$ cat config.mk
export PLATFORM = sky130hd
export DESIGN_NAME = can_testmode_mux
export DESIGN_NICKNAME = d
export VERILOG_FILES = /design/src/rtl/can_testmode_pkg.sv /design/src/rtl/can_tm_ctrl.sv /design/src/rtl/can_tm_dp.sv /design/src/rtl/can_testmode_mux.sv
export SDC_FILE = /design/constraint.sdc
export NUM_CORES = 1
export LEC_CHECK = 0
export BUFFER_PORTS_ARGS = -buffer_cell sky130_fd_sc_hd__buf_2
export CAP_MARGIN = 25
export CORE_MARGIN = 2
export CORE_UTILIZATION = 29
export CTS_CLUSTER_DIAMETER = 40
export DETAILED_ROUTE_END_ITERATION = 16
export GPL_ROUTABILITY_DRIVEN = 1
export MAX_ROUTING_LAYER = met4
export PLACE_DENSITY_LB_ADDON = 0.15
export SETUP_SLACK_MARGIN = 0.05
export SYNTH_ARGS = -nofsm -noshare
export SYNTH_HDL_FRONTEND = slang
export SYNTH_HIERARCHICAL = 1
export SYNTH_SLANG_ARGS = --single-unit
export TNS_END_PERCENT = 50
$ cat constraint.sdc
create_clock -name clk -period 1.11 [get_ports clk]
set_input_delay 0.222 -clock clk [delete_from_list [all_inputs] [get_ports clk]]
set_output_delay 0.222 -clock clk [all_outputs]
set_load 0.01 [all_outputs]
$ cat src/rtl/can_testmode_pkg.sv
package can_testmode_pkg;

  // Transmit pin source encoding held in the pin-source field
  typedef enum logic [1:0] {
    TX_CORE   = 2'b00,
    TX_SAMPLE = 2'b01,
    TX_DOM    = 2'b10,
    TX_REC    = 2'b11
  } txSrcE;

  // Strobes from control to datapath
  typedef struct packed {
    logic wrLoad;   // capture writable fields from write data
    logic fieldClr; // force fields back to reset values
    logic rdSel;    // present register contents on read data
  } tmStrobeT;

  // Field positions (software-visible layout)
  localparam int RX_BIT     = 7;
  localparam int TXSEL_MSB  = 6;
  localparam int TXSEL_LSB  = 5;
  localparam int LOOP_BIT   = 4;
  localparam int SILENT_BIT = 3;

endpackage

$ cat src/rtl/can_tm_ctrl.sv
module can_tm_ctrl
  import can_testmode_pkg::*;
#(
  parameter int ADDR_W   = 8,
  parameter logic [ADDR_W-1:0] REG_ADDR = ADDR_W'('h14)
) (
  input  logic              testEn,
  input  logic [ADDR_W-1:0] busAddr,
  input  logic              busWrEn,
  output tmStrobeT          strobes
);

  logic addrHit;

  always_comb begin
    addrHit          = (busAddr == REG_ADDR);
    strobes.rdSel    = addrHit;
    strobes.fieldClr = !testEn;
    strobes.wrLoad   = testEn && busWrEn && addrHit;
  end

endmodule

$ cat src/rtl/can_tm_dp.sv
module can_tm_dp
  import can_testmode_pkg::*;
#(
  parameter int DATA_W = 32
) (
  input  logic              clk,
  input  logic              rstN,
  input  tmStrobeT          strobes,
  input  logic              testEn,
  input  logic [DATA_W-1:0] busWrData,
  output logic [DATA_W-1:0] busRdData,
  input  logic              coreTx,
  input  logic              samplePt,
  input  logic              rxPin,
  output logic              txPin,
  output logic              coreRx,
  output logic              silentActive
);

  localparam int SYNC_STAGES = 2;

  txSrcE txSel;
  logic  loopEn;
  logic  silentEn;
  logic [SYNC_STAGES-1:0] rxSyncChain;
  logic  rxSync;
  logic  pinOverride;
  logic  loopActive;

  // Writable fields
  always_ff @(posedge clk or negedge rstN) begin
    if (!rstN) begin
      txSel    <= TX_CORE;
      loopEn   <= 1'b0;
      silentEn <= 1'b0;
    end else if (strobes.fieldClr) begin
      txSel    <= TX_CORE;
      loopEn   <= 1'b0;
      silentEn <= 1'b0;
    end else if (strobes.wrLoad) begin
      txSel    <= txSrcE'(busWrData[TXSEL_MSB:TXSEL_LSB]);
      loopEn   <= busWrData[LOOP_BIT];
      silentEn <= busWrData[SILENT_BIT];
    end
  end

  // Receive pin synchronizer
  always_ff @(posedge clk or negedge rstN) begin
    if (!rstN) rxSyncChain <= '0;
    else       rxSyncChain <= {rxSyncChain[SYNC_STAGES-2:0], rxPin};
  end
  assign rxSync = rxSyncChain[SYNC_STAGES-1];

  // Pin steering, gated by test enable
  always_comb begin
    pinOverride  = testEn && (txSel != TX_CORE);
    loopActive   = testEn && loopEn;
    silentActive = testEn && silentEn;
    if (pinOverride) begin
      unique case (txSel)
        TX_SAMPLE: txPin = samplePt;
        TX_DOM:    txPin = 1'b0;
        TX_REC:    txPin = 1'b1;
        default:   txPin = coreTx;
      endcase
    end else if (silentActive) begin
      txPin = 1'b1;
    end else begin
      txPin = coreTx;
    end
    coreRx = loopActive ? coreTx : rxPin;
  end

  // Read-back layout
  always_comb begin
    busRdData = '0;
    if (strobes.rdSel) begin
      busRdData[RX_BIT]              = rxSync;
      busRdData[TXSEL_MSB:TXSEL_LSB] = txSel;
      busRdData[LOOP_BIT]            = loopEn;
      busRdData[SILENT_BIT]          = silentEn;
    end
  end

  // Fields are back at reset values one edge after test enable is low
  assert_clear_R9: assert property (@(posedge clk) disable iff (!rstN)
    !testEn |=> (txSel == TX_CORE && !loopEn && !silentEn));

  // Read-back bit tracks the pin two edges later
  assert_rx_sync_R5: assert property (@(posedge clk) disable iff (!rstN)
    ($past(rstN) && $past(rstN, 2)) |-> (rxSync == $past(rxPin, 2)));

endmodule

$ cat src/rtl/can_testmode_mux.sv
module can_testmode_mux
  import can_testmode_pkg::*;
#(
  parameter int ADDR_W = 8,
  parameter int DATA_W = 32,
  parameter logic [ADDR_W-1:0] REG_ADDR = ADDR_W'('h14)
) (
  input  logic              clk,
  input  logic              rstN,
  input  logic [ADDR_W-1:0] busAddr,
  input  logic              busWrEn,
  input  logic [DATA_W-1:0] busWrData,
  output logic [DATA_W-1:0] busRdData,
  input  logic              testEn,
  input  logic              coreTx,
  input  logic              samplePt,
  input  logic              rxPin,
  output logic              txPin,
  output logic              coreRx,
  output logic              silentActive
);

  tmStrobeT strobes;

  can_tm_ctrl #(
    .ADDR_W  (ADDR_W),
    .REG_ADDR(REG_ADDR)
  ) ctrl_i (
    .testEn (testEn),
    .busAddr(busAddr),
    .busWrEn(busWrEn),
    .strobes(strobes)
  );

  can_tm_dp #(
    .DATA_W(DATA_W)
  ) dp_i (
    .clk         (clk),
    .rstN        (rstN),
    .strobes     (strobes),
    .testEn      (testEn),
    .busWrData   (busWrData),
    .busRdData   (busRdData),
    .coreTx      (coreTx),
    .samplePt    (samplePt),
    .rxPin       (rxPin),
    .txPin       (txPin),
    .coreRx      (coreRx),
    .silentActive(silentActive)
  );

  localparam logic [DATA_W-1:0] RSVD_MASK = ~(DATA_W'('hF8));

  assert_reserved_zero_R4: assert property (@(posedge clk) disable iff (!rstN)
    (busRdData & RSVD_MASK) == '0);

  assert_idle_R9: assert property (@(posedge clk) disable iff (!rstN)
    !testEn |-> (txPin == coreTx && coreRx == rxPin && !silentActive));

  assert_force_rec_R6: assert property (@(posedge clk) disable iff (!rstN)
    (testEn && busAddr == REG_ADDR && busRdData[6:5] == 2'b11) |-> txPin);

  assert_force_dom_R6: assert property (@(posedge clk) disable iff (!rstN)
    (testEn && busAddr == REG_ADDR && busRdData[6:5] == 2'b10) |-> !txPin);

  assert_loop_R7: assert property (@(posedge clk) disable iff (!rstN)
    (testEn && busAddr == REG_ADDR && busRdData[4]) |-> (coreRx == coreTx));

  assert_silent_R8: assert property (@(posedge clk) disable iff (!rstN)
    (silentActive && busAddr == REG_ADDR && busRdData[6:5] == 2'b00) |-> txPin);

endmodule

==> flow_summary.toml, run 1 <==
[outcome]
status = "finished with violations"
failed_checks = "negative setup slack"

[clock_tree]
htreeDepth = 1
cts_tree = "done"
cts.sinks = 6
clock_tree.root_cell = "clkbuf_4"
cts_made_buffers = 3
clockBufferDepth = 2
clkSlewWorstSetupHoldPaths_ps = 40
clk-insertion-delay-late_ps = 240
cts.repair_timing.setup_buffer_count = 0

[detailed_routing]
drt-pass1-iter-count = 2
drt-initial-drc-count = 4
num_vias = 416
drtAntennaViolNets = 0
detail_route.wl_per_cell_um = 8.500
via_per_inst = 3.586
totalWireLength_um = 986
drc = 0

[critical_path]
reg2reg_from = "dp_i/txSel[1]"
ff2ff_path_depth = 3
ff2ff_setup_slack_ps = 280
critical_path_required_ps = 890
critPathMaxFanout = 2
arrival_time_of_data_at_the_critical_path_endpoint_ps = 1110
critical_path.startpoint = "dp_i/loopEn"
crit_chain = "nand2_1, mux2_4, buf_6"
timing.critical_path.from_type = "flip-flop"
cpMaxStageDelayCell = "dfrtp_1"
end_kind = "output port"
crit-reg2reg-capture = "dp_i/txSel[1]"
crit_path_max_incr_delay_ps = 370
timing.setup.critical_path_class = "reg -> out"

[timing]
fin_hold_ws_ps = 117.8
setup_repair_after_global_routing_missed_its_margin = "true"
finalSetupViolCount = 8
finalHoldViolCount = 0
fin_skew_ps = 0.002109
max_clock_freq_mhz = 753.4
period_share = 1.196
final_period_minus_worst_setup_slack_ps = 1327
finalWorstSetupSlack_ps = -217.4
final-max-slew-violation-count = 0

[die]
ioPinCount = 82
coreArea_um2 = 1783
die_w_um = 48.02
placement_rows = 15
dieArea_um2 = 2305
floorplan.initialDensity = 0.3151
die_height_um = 48.02

[synthesis]
synth.area.top_cells = "buf_4, dfrtp_1, mux2i_1"
count_of_warnings_emitted_by_yosys = 6
flip_flop_and_latch_count_after_synthesis = 6
ys_seq_area_frac = 0.2673
area_fraction_of_the_dominant_cell_type_after_synthesis = 0.3742
netlist_instances = 60
synthesis.area_um2 = 561.8
largest_area_contributor_in_the_synthesized_netlist = "buf_4"
avg_cell_area_syn_um2 = 9.363
post_synth_num_cell_types = 16

[layout]
num_antenna_cells = 0
fin_nets = 140
syn2layout_area_growth_pct = 37.42
drive_gt1_frac = 0.4835

[power_and_ir_drop]
net-switching-power_uw = 147.3
peakVddDrop_v = 0.0003010
fin_total_pwr_uw = 549.2
pwr_density_cell_nw_per_um2 = 711.5
internal-power_uw = 402.0
p_comb_frac = 0.239
power.clock.fraction = 0.352
sequential_power_share = 0.409
power.leakage_uw = 0.0004154
netSwitchingFraction = 0.2682

[min_path]
holdCritPathClass = "in -> reg"
holdPathEnd = "dp_i/rxSyncChain[0]"
worstHoldPathCells = 1
hp-start = "rxPin"

[job]
drv_cap = 0

[placed_design]
finalWeightedCongestion = 0.6852
port-buffer-count = 26
dp.final_hpwl_um = 798

[global_routing]
grt_antenna_before_repair = 0
groute.usage.overall = 0.1004
grt_overflow = 0
grt_start_max_net_pins = 8
first_pass_grt_wire_length_um = 1531
first_global_vias = 355
==> stage by stage <==
stage               utilization  setup TNS (ps)  instances  area [µm²]  setup WS [ps]
finish                   0.4330           -1213        116       772.0         -217.4
global route             0.4330           -1773        116       772.0         -288.7
CTS                      0.4098           -1305        116       730.7         -230.7
detailed placement       0.3663           -2036        112       653.1         -259.2
global placement         0.3663           -2027        112       653.1         -253.7
floorplan                     -          -149.9         86       685.7         -37.47
==> routing by layer <==
| layer | track usage | vias up | routed length [µm] | part of all wire |
|---|---|---|---|---|
| met1 | 0.1182 | 183 | 404 | 0.41 |
| met2 | 0.1520 | 30 | 495 | 0.50 |
| met4 | 0.06486 | 0 | 0 | 0 |
| met5 | - | - | 0 | 0 |
| li1 | - | 203 | - | - |
| met3 | 0.02264 | 0 | 86 | 0.087 |
==> cell families after synthesis <==
logic type             share of synthesized area
other                                   0.006675
AOI/OAI and AO/OA                        0.03564
DFF                                       0.2673
muxes                                    0.09799
and+or+nand+nor                           0.2027
buffers and inverters                     0.3897
==> cell usage after synthesis, drive strengths merged <==
master / count
dfrtp: 6
inv: 1
conb: 1
nand4bb: 1
and2: 7
mux2: 1
buf: 28
o221a: 1
clkbuf: 1
a2bb2oi: 1
mux2i: 4
nand2: 1
nor2: 4
and4: 1
nor4b: 2
==> worst max-delay path by stage <==
stage | endpoint | slack, ps | cells after the start
floorplan | dp_i/loopEn | -40 | 5
global placement | dp_i/txSel[1] | -250 | 5
detailed placement | dp_i/txSel[1] | -260 | 5
CTS | coreRx | -230 | 3
global route | coreRx | -290 | 3
finish | coreRx | -220 | 3
==> power groups by stage <==
stage                     sequential (µW)  combinational (µW)  clock (µW)
after detailed placement              227                 112           0
after CTS                             224                 128         205
after floorplan                       227                 130           0
after global placement                227                 112           0
after global routing                  224                 147         223
final                                 224                 131         194
==> state kept, by name, indices dropped and copies added, names as in the netlist <==
name              flops
dp_i/rxSyncChain      2
dp_i/silentEn         1
dp_i/txSel            2
dp_i/loopEn           1
==> placed cells by master (no fill, tap or decap), drive strengths merged <==
cell type | synthesis | final
nor4b | 2 | 2
mux2i | 4 | 4
conb | 1 | 27
buf | 28 | 30
inv | 1 | 1
a2bb2oi | 1 | 1
dlygate4sd3 | 0 | 1
dfrtp | 6 | 6
clkbuf | 1 | 3
nor2 | 4 | 4
mux2 | 1 | 1
nand2 | 1 | 1
o221a | 1 | 1
nand4bb | 1 | 1
and4 | 1 | 1
and2 | 7 | 7
==> worst max-delay path: cells and delay by family (launching register included) <==
kind,cells,cell delay (ps)
buffers and inverters,1,120
multiplexers,1,300
AND/OR/NAND/NOR,1,80
flip-flops,1,370
==> cell type report <==
class                      instances  area (µm²)
timing repair buffer              31       242.7
clock buffer                       3       22.52
fill                             187        1011
tap                               25       31.28
sequential                         6       150.1
multi-input combinational         50       321.6
inverter                           1       3.754
==> timing repair <==
item                                    CTS  global route
pin swaps                                 6             3
resized for setup                         9             9
endpoints found under the hold margin     6             0
hold buffers                              1             0
endpoints found under the setup margin   12            12
No activity file was read; power rests on OpenSTA's default activity.
==> run 2, diff against run 1 <==
--- a/config.mk
+++ b/config.mk
@@ -12,6 +12,7 @@
 export CTS_CLUSTER_DIAMETER = 40
 export DETAILED_ROUTE_END_ITERATION = 16
 export GPL_ROUTABILITY_DRIVEN = 1
+export GPL_TIMING_DRIVEN = 0
 export MAX_ROUTING_LAYER = met4
 export PLACE_DENSITY_LB_ADDON = 0.15
 export SETUP_SLACK_MARGIN = 0.05
==> constraint.sdc (replaced) <==
create_clock -name clk -period 1.11 [get_ports clk]
set_input_delay 0 -clock clk [delete_from_list [all_inputs] [get_ports clk]]
set_output_delay 0 -clock clk [all_outputs]
set_load 0.01 [all_outputs]
==> flow_summary.toml, run 2 (same netlist as run 1, synthesis figures left out) <==
[layout]
most-common-layout-cells = "buf_4, conb_1, buf_2, and2_1, dfrtp_1"
fin_nets = 169
drive_gt1_frac = 0.5583
syn2layout_area_growth_pct = 61.02
layout.cells.most_common = "buf_4"
postLayoutCoreUtil = 0.5074
finalNonFillerCells = 145
top_regs = "dp_i/rxSyncChain x2, dp_i/txSel x2"
num_antenna_cells = 0

[global_routing]
grt_antenna_before_repair = 0
groute.usage.overall = 0.1003
first_global_vias = 374
first_pass_grt_wire_length_um = 1504
grt_overflow = 0
grt_start_max_net_pins = 8

[clock_tree]
cts_made_buffers = 3
htreeDepth = 1
clk-insertion-delay-late_ps = 240
clock_tree.root_cell = "clkbuf_4"
clockBufferDepth = 2
cts_tree = "done"
cts.sinks = 6
clkSlewWorstSetupHoldPaths_ps = 40

[timing]
setup_repair_after_global_routing_missed_its_margin = "true"
finalWorstSetupSlack_ps = 5.091
max_clock_freq_mhz = 905.1
fin_hold_ws_ps = 8.681
period_share = 0.9954
finalSetupViolCount = 0
finalHoldViolCount = 0
fin_skew_ps = 0.04444
final-max-slew-violation-count = 0
final_period_minus_worst_setup_slack_ps = 1105

[outcome]
status = "finished clean"

[power_and_ir_drop]
power.leakage_uw = 0.0005446
netSwitchingFraction = 0.2519
net-switching-power_uw = 152.3
power.clock.fraction = 0.318
fin_total_pwr_uw = 604.5
peakVddDrop_v = 0.0003161
internal-power_uw = 452.2
sequential_power_share = 0.371
p_comb_frac = 0.311
pwr_density_cell_nw_per_um2 = 668.3

[critical_path]
crit-reg2reg-capture = "dp_i/silentEn"
path_delay_family = "flip-flops"
arrival_time_of_data_at_the_critical_path_endpoint_ps = 1100
ff2ff_setup_slack_ps = 280
reg2reg_from = "dp_i/silentEn"
timing.setup.critical_path_class = "reg -> out"
critical_path_required_ps = 1110
crit_chain = "a2bb2oi_2, o221a_2, buf_6"
ff2ff_path_depth = 3
crit_path_max_incr_delay_ps = 390
path_buf_inv = 1
end_kind = "output port"
cpMaxStageDelayCell = "dfrtp_1"
critPathMaxFanout = 2
timing.critical_path.from_type = "flip-flop"

[min_path]
worstHoldPathCells = 3
hp-start = "busWrData[4]"
holdCritPathClass = "in -> reg"
holdPathEnd = "dp_i/loopEn"

[detailed_routing]
drc = 0
drt-initial-drc-count = 3
met3_length_um = 104
drtAntennaViolNets = 0
maxUsedRoutingLayer = "met3"
num_vias = 481
wl_met2_um = 577
totalWireLength_um = 1085
wl_met1_um = 403
via_per_inst = 3.317
detail_route.wl_per_cell_um = 7.483
drt-pass1-iter-count = 2

[die]
placement_rows = 15
die_height_um = 48.02
dieArea_um2 = 2305
ioPinCount = 82
coreArea_um2 = 1783
die_w_um = 48.02
floorplan.initialDensity = 0.3151

[placed_design]
port-buffer-count = 26
pre_cts_ws_ps = -49.25
finalWeightedCongestion = 0.6504
post-place-cells = 137

[job]
drv_cap = 0
==> run 2: cell types whose count changed in the layout (fill, tap and decap cells not counted), sizes merged <==
| cell | previous run | this run |
|---|---|---|
| dlygate4sd3 | 1 | 2 |
| buf | 30 | 57 |
| clkbuf | 3 | 4 |
==> run 2: final cells by class <==
type | count | area [µm²]
timing repair buffer | 31 | 185.2
clock buffer | 3 | 22.52
buffer | 29 | 215.2
inverter | 1 | 3.754
sequential | 6 | 150.1
multi-input combinational | 50 | 296.5
fill | 178 | 878.3
tap | 25 | 31.28
==> run 2: stage by stage <==
stage / setup TNS (ps) / instance area, µm²
after floorplan: 0 / 659.4
after global placement: -109.7 / 820.8
after detailed placement: -139.1 / 820.8
after CTS: -2.347 / 890.9
after global routing: -85.54 / 904.6
final: 0 / 904.6
==> run 2: worst max-delay path by stage <==
stage	startpoint	to	depth (start not counted)
after floorplan	busAddr[1]	dp_i/loopEn	5
after detailed placement	busAddr[1]	dp_i/silentEn	6
after global routing	dp_i/loopEn	coreRx	3
after CTS	dp_i/loopEn	coreRx	3
final	dp_i/silentEn	txPin	3
after global placement	busAddr[1]	dp_i/silentEn	6
==> run 2: repair_timing <==
action / in CTS / in global routing
hold buffers: 2 / 0
resized for setup: 2 / 1
pin swaps: 2 / 1
setup buffers: 2 / 1
endpoints found under the hold margin: 7 / 0
endpoints found under the setup margin: 2 / 5
==> run 2: power by group through the flow <==
stage / Clock (µW) / Sequential (µW) / Combinational (µW)
6_report: 192 / 224 / 188
5_1_grt: 219 / 224 / 209
4_1_cts: 206 / 224 / 184
3_5_place_dp: 0 / 227 / 172
3_3_place_gp: 0 / 227 / 172
2_1_floorplan: 0 / 227 / 127
==> run 2: routing by layer <==
metal,GRT usage,vias up
li1,-,260
met1,0.09751,196
met2,0.1760,25
met3,0.02264,0
met4,0.06486,0
met5,-,-
==> run 2: tightest hold or removal path, stage by stage <==
cell and delay [ps]:
buf_2 70, mux2i_1 50, nor2_1 80
==> run 3, diff against run 2 <==
--- a/config.mk
+++ b/config.mk
@@ -7,8 +7,11 @@
 export LEC_CHECK = 0
 export BUFFER_PORTS_ARGS = -buffer_cell sky130_fd_sc_hd__buf_2
 export CAP_MARGIN = 25
+export CELL_PAD_IN_SITES_DETAIL_PLACEMENT = 1
+export CELL_PAD_IN_SITES_GLOBAL_PLACEMENT = 1
+export CORE_ASPECT_RATIO = 1.75
 export CORE_MARGIN = 2
-export CORE_UTILIZATION = 29
+export CORE_UTILIZATION = 18
 export CTS_CLUSTER_DIAMETER = 40
 export DETAILED_ROUTE_END_ITERATION = 16
 export GPL_ROUTABILITY_DRIVEN = 1
@@ -20,4 +23,3 @@
 export SYNTH_HDL_FRONTEND = slang
 export SYNTH_HIERARCHICAL = 1
 export SYNTH_SLANG_ARGS = --single-unit
-export TNS_END_PERCENT = 50
==> flow_summary.toml, run 3 (same netlist as run 1, synthesis figures left out) <==
[die]
floorplan.initialDensity = 0.1898
dieArea_um2 = 3602
ioPinCount = 82
coreArea_um2 = 2960
die_height_um = 77.91
placement_rows = 26
die_w_um = 46.23

[placed_design]
dp.final_hpwl_um = 1205
port-buffer-count = 26
post-place-cells = 154
finalWeightedCongestion = 0.6196
placedInstanceArea_um2 = 842.1

[layout]
most-common-layout-cells = "buf_4, conb_1, buf_2, and2_1, dfrtp_1"
drive_gt1_frac = 0.5583
top_regs = "dp_i/rxSyncChain x2, dp_i/txSel x2"
layout.area.seq_um2 = 150.1
num_antenna_cells = 0
fin_nets = 169
finalNonFillerCells = 162
n_fill_cell = 376
post-route-cell-area_um2 = 953.4
syn2layout_area_growth_pct = 69.71
multi_input_area_um2 = 296.5
layout.cells.most_common = "buf_4"

[clock_tree]
cts_tree = "done"
cts_made_buffers = 3
clkSlewWorstSetupHoldPaths_ps = 40
cts.sinks = 6
htreeDepth = 1
clockBufferDepth = 2
clk-insertion-delay-late_ps = 220
clock_tree.root_cell = "clkbuf_8"

[job]
drv_cap = 0

[timing]
final-max-slew-violation-count = 0
fin_skew_ps = 0.003136
finalHoldViolCount = 0
setup_repair_after_global_routing_missed_its_margin = "true"
period_share = 0.9862
max_clock_freq_mhz = 913.5
finalSetupViolCount = 0
final_period_minus_worst_setup_slack_ps = 1095

[min_path]
holdCritPathClass = "in -> reg"

[detailed_routing]
num_vias = 542
drtAntennaViolNets = 0
drt-initial-drc-count = 26
drt-pass1-iter-count = 4
totalWireLength_um = 1407
via_per_inst = 3.346
detail_route.wl_per_cell_um = 8.685
drc = 0

[global_routing]
first_global_vias = 521
grt_overflow = 0
first_pass_grt_wire_length_um = 2173
grt_start_max_net_pins = 8
grt_antenna_before_repair = 0
groute.usage.overall = 0.08428

[critical_path]
critPathMaxFanout = 2
timing.setup.critical_path_class = "reg -> out"
timing.critical_path.from_type = "flip-flop"
critical_path_required_ps = 1110
critical_path.startpoint = "dp_i/loopEn"
end_kind = "output port"
reg2reg_from = "dp_i/silentEn"
ff2ff_path_depth = 3
ff2ff_setup_slack_ps = 260
arrival_time_of_data_at_the_critical_path_endpoint_ps = 1090
worstSetupEndpoint = "coreRx"
crit-reg2reg-capture = "dp_i/silentEn"

[power_and_ir_drop]
pwr_density_cell_nw_per_um2 = 777.1
peakVddDrop_v = 0.0006282
power.leakage_uw = 0.0005528

[outcome]
status = "finished clean"
[run 3: cell counts in the layout (fill, tap and decap cells not counted)]
No cell type changed its count.
[run 3: cell type report]
class,count,share of cell area
inverters,1,0.003937
plain buffers,29,0.2283
repair buffers,31,0.2008
clock buffers,3,0.04331
flip-flops and latches,6,0.1575
well taps,42,0.05512
multi-input cells,50,0.3110
[run 3: worst min-delay path by stage]
stage | from | end | slack, ps | cells after the start
after floorplan | rstN | dp_i/loopEn | -300 | 0
after global routing | busWrData[4] | dp_i/loopEn | 60 | 3
final | busWrData[6] | dp_i/txSel[1] | 40 | 3
after detailed placement | rstN | dp_i/txSel[1] | -170 | 1
after CTS | busWrData[6] | dp_i/txSel[1] | 40 | 3
after global placement | rstN | dp_i/txSel[0] | -170 | 1
[run 3: power by group]
group / total, µW / leakage (µW) / switching [µW] / internal [µW]
combinational: 192 / 0.000452 / 84.9 / 107
clock: 324 / 0.0000216 / 91.2 / 233
sequential: 225 / 0.0000792 / 1.02 / 224
total: 741 / 0.000553 / 177 / 564
[run 3: layer usage]
layer,track usage,routed length [µm]
met2,0.1486,821
met3,0.01628,140
met4,0.06000,12
met1,0.07214,433
met5,-,0
[run 3: stage by stage]
step                hold slack [ps]  utilization  setup slack (ps)  total power (µW)  setup TNS (ps)
floorplan                    -295.6            -             156.1             354.1               0
CTS                           38.72       0.3170             12.26             750.4               0
detailed placement           -168.8       0.2844            -101.4             401.9          -337.4
global placement             -171.6       0.2844            -77.60             400.7          -287.6
finish                        40.81       0.3221             15.33             740.9               0
global route                  58.68       0.3221            -37.18             797.9          -59.22
[run 3: what timing repair did]
item	in CTS	in global routing
endpoints found under the hold margin	7	0
gates resized for setup	2	4
pin swaps	2	1
setup buffers	3	0
setup endpoints to repair	2	3
hold buffers	2	0
[run 3: worst max-delay path, cell delays in order (launching register included)]
cell,delay [ps]
dfrtp_1,370
nand2_1,80
mux2_4,300
buf_6,120
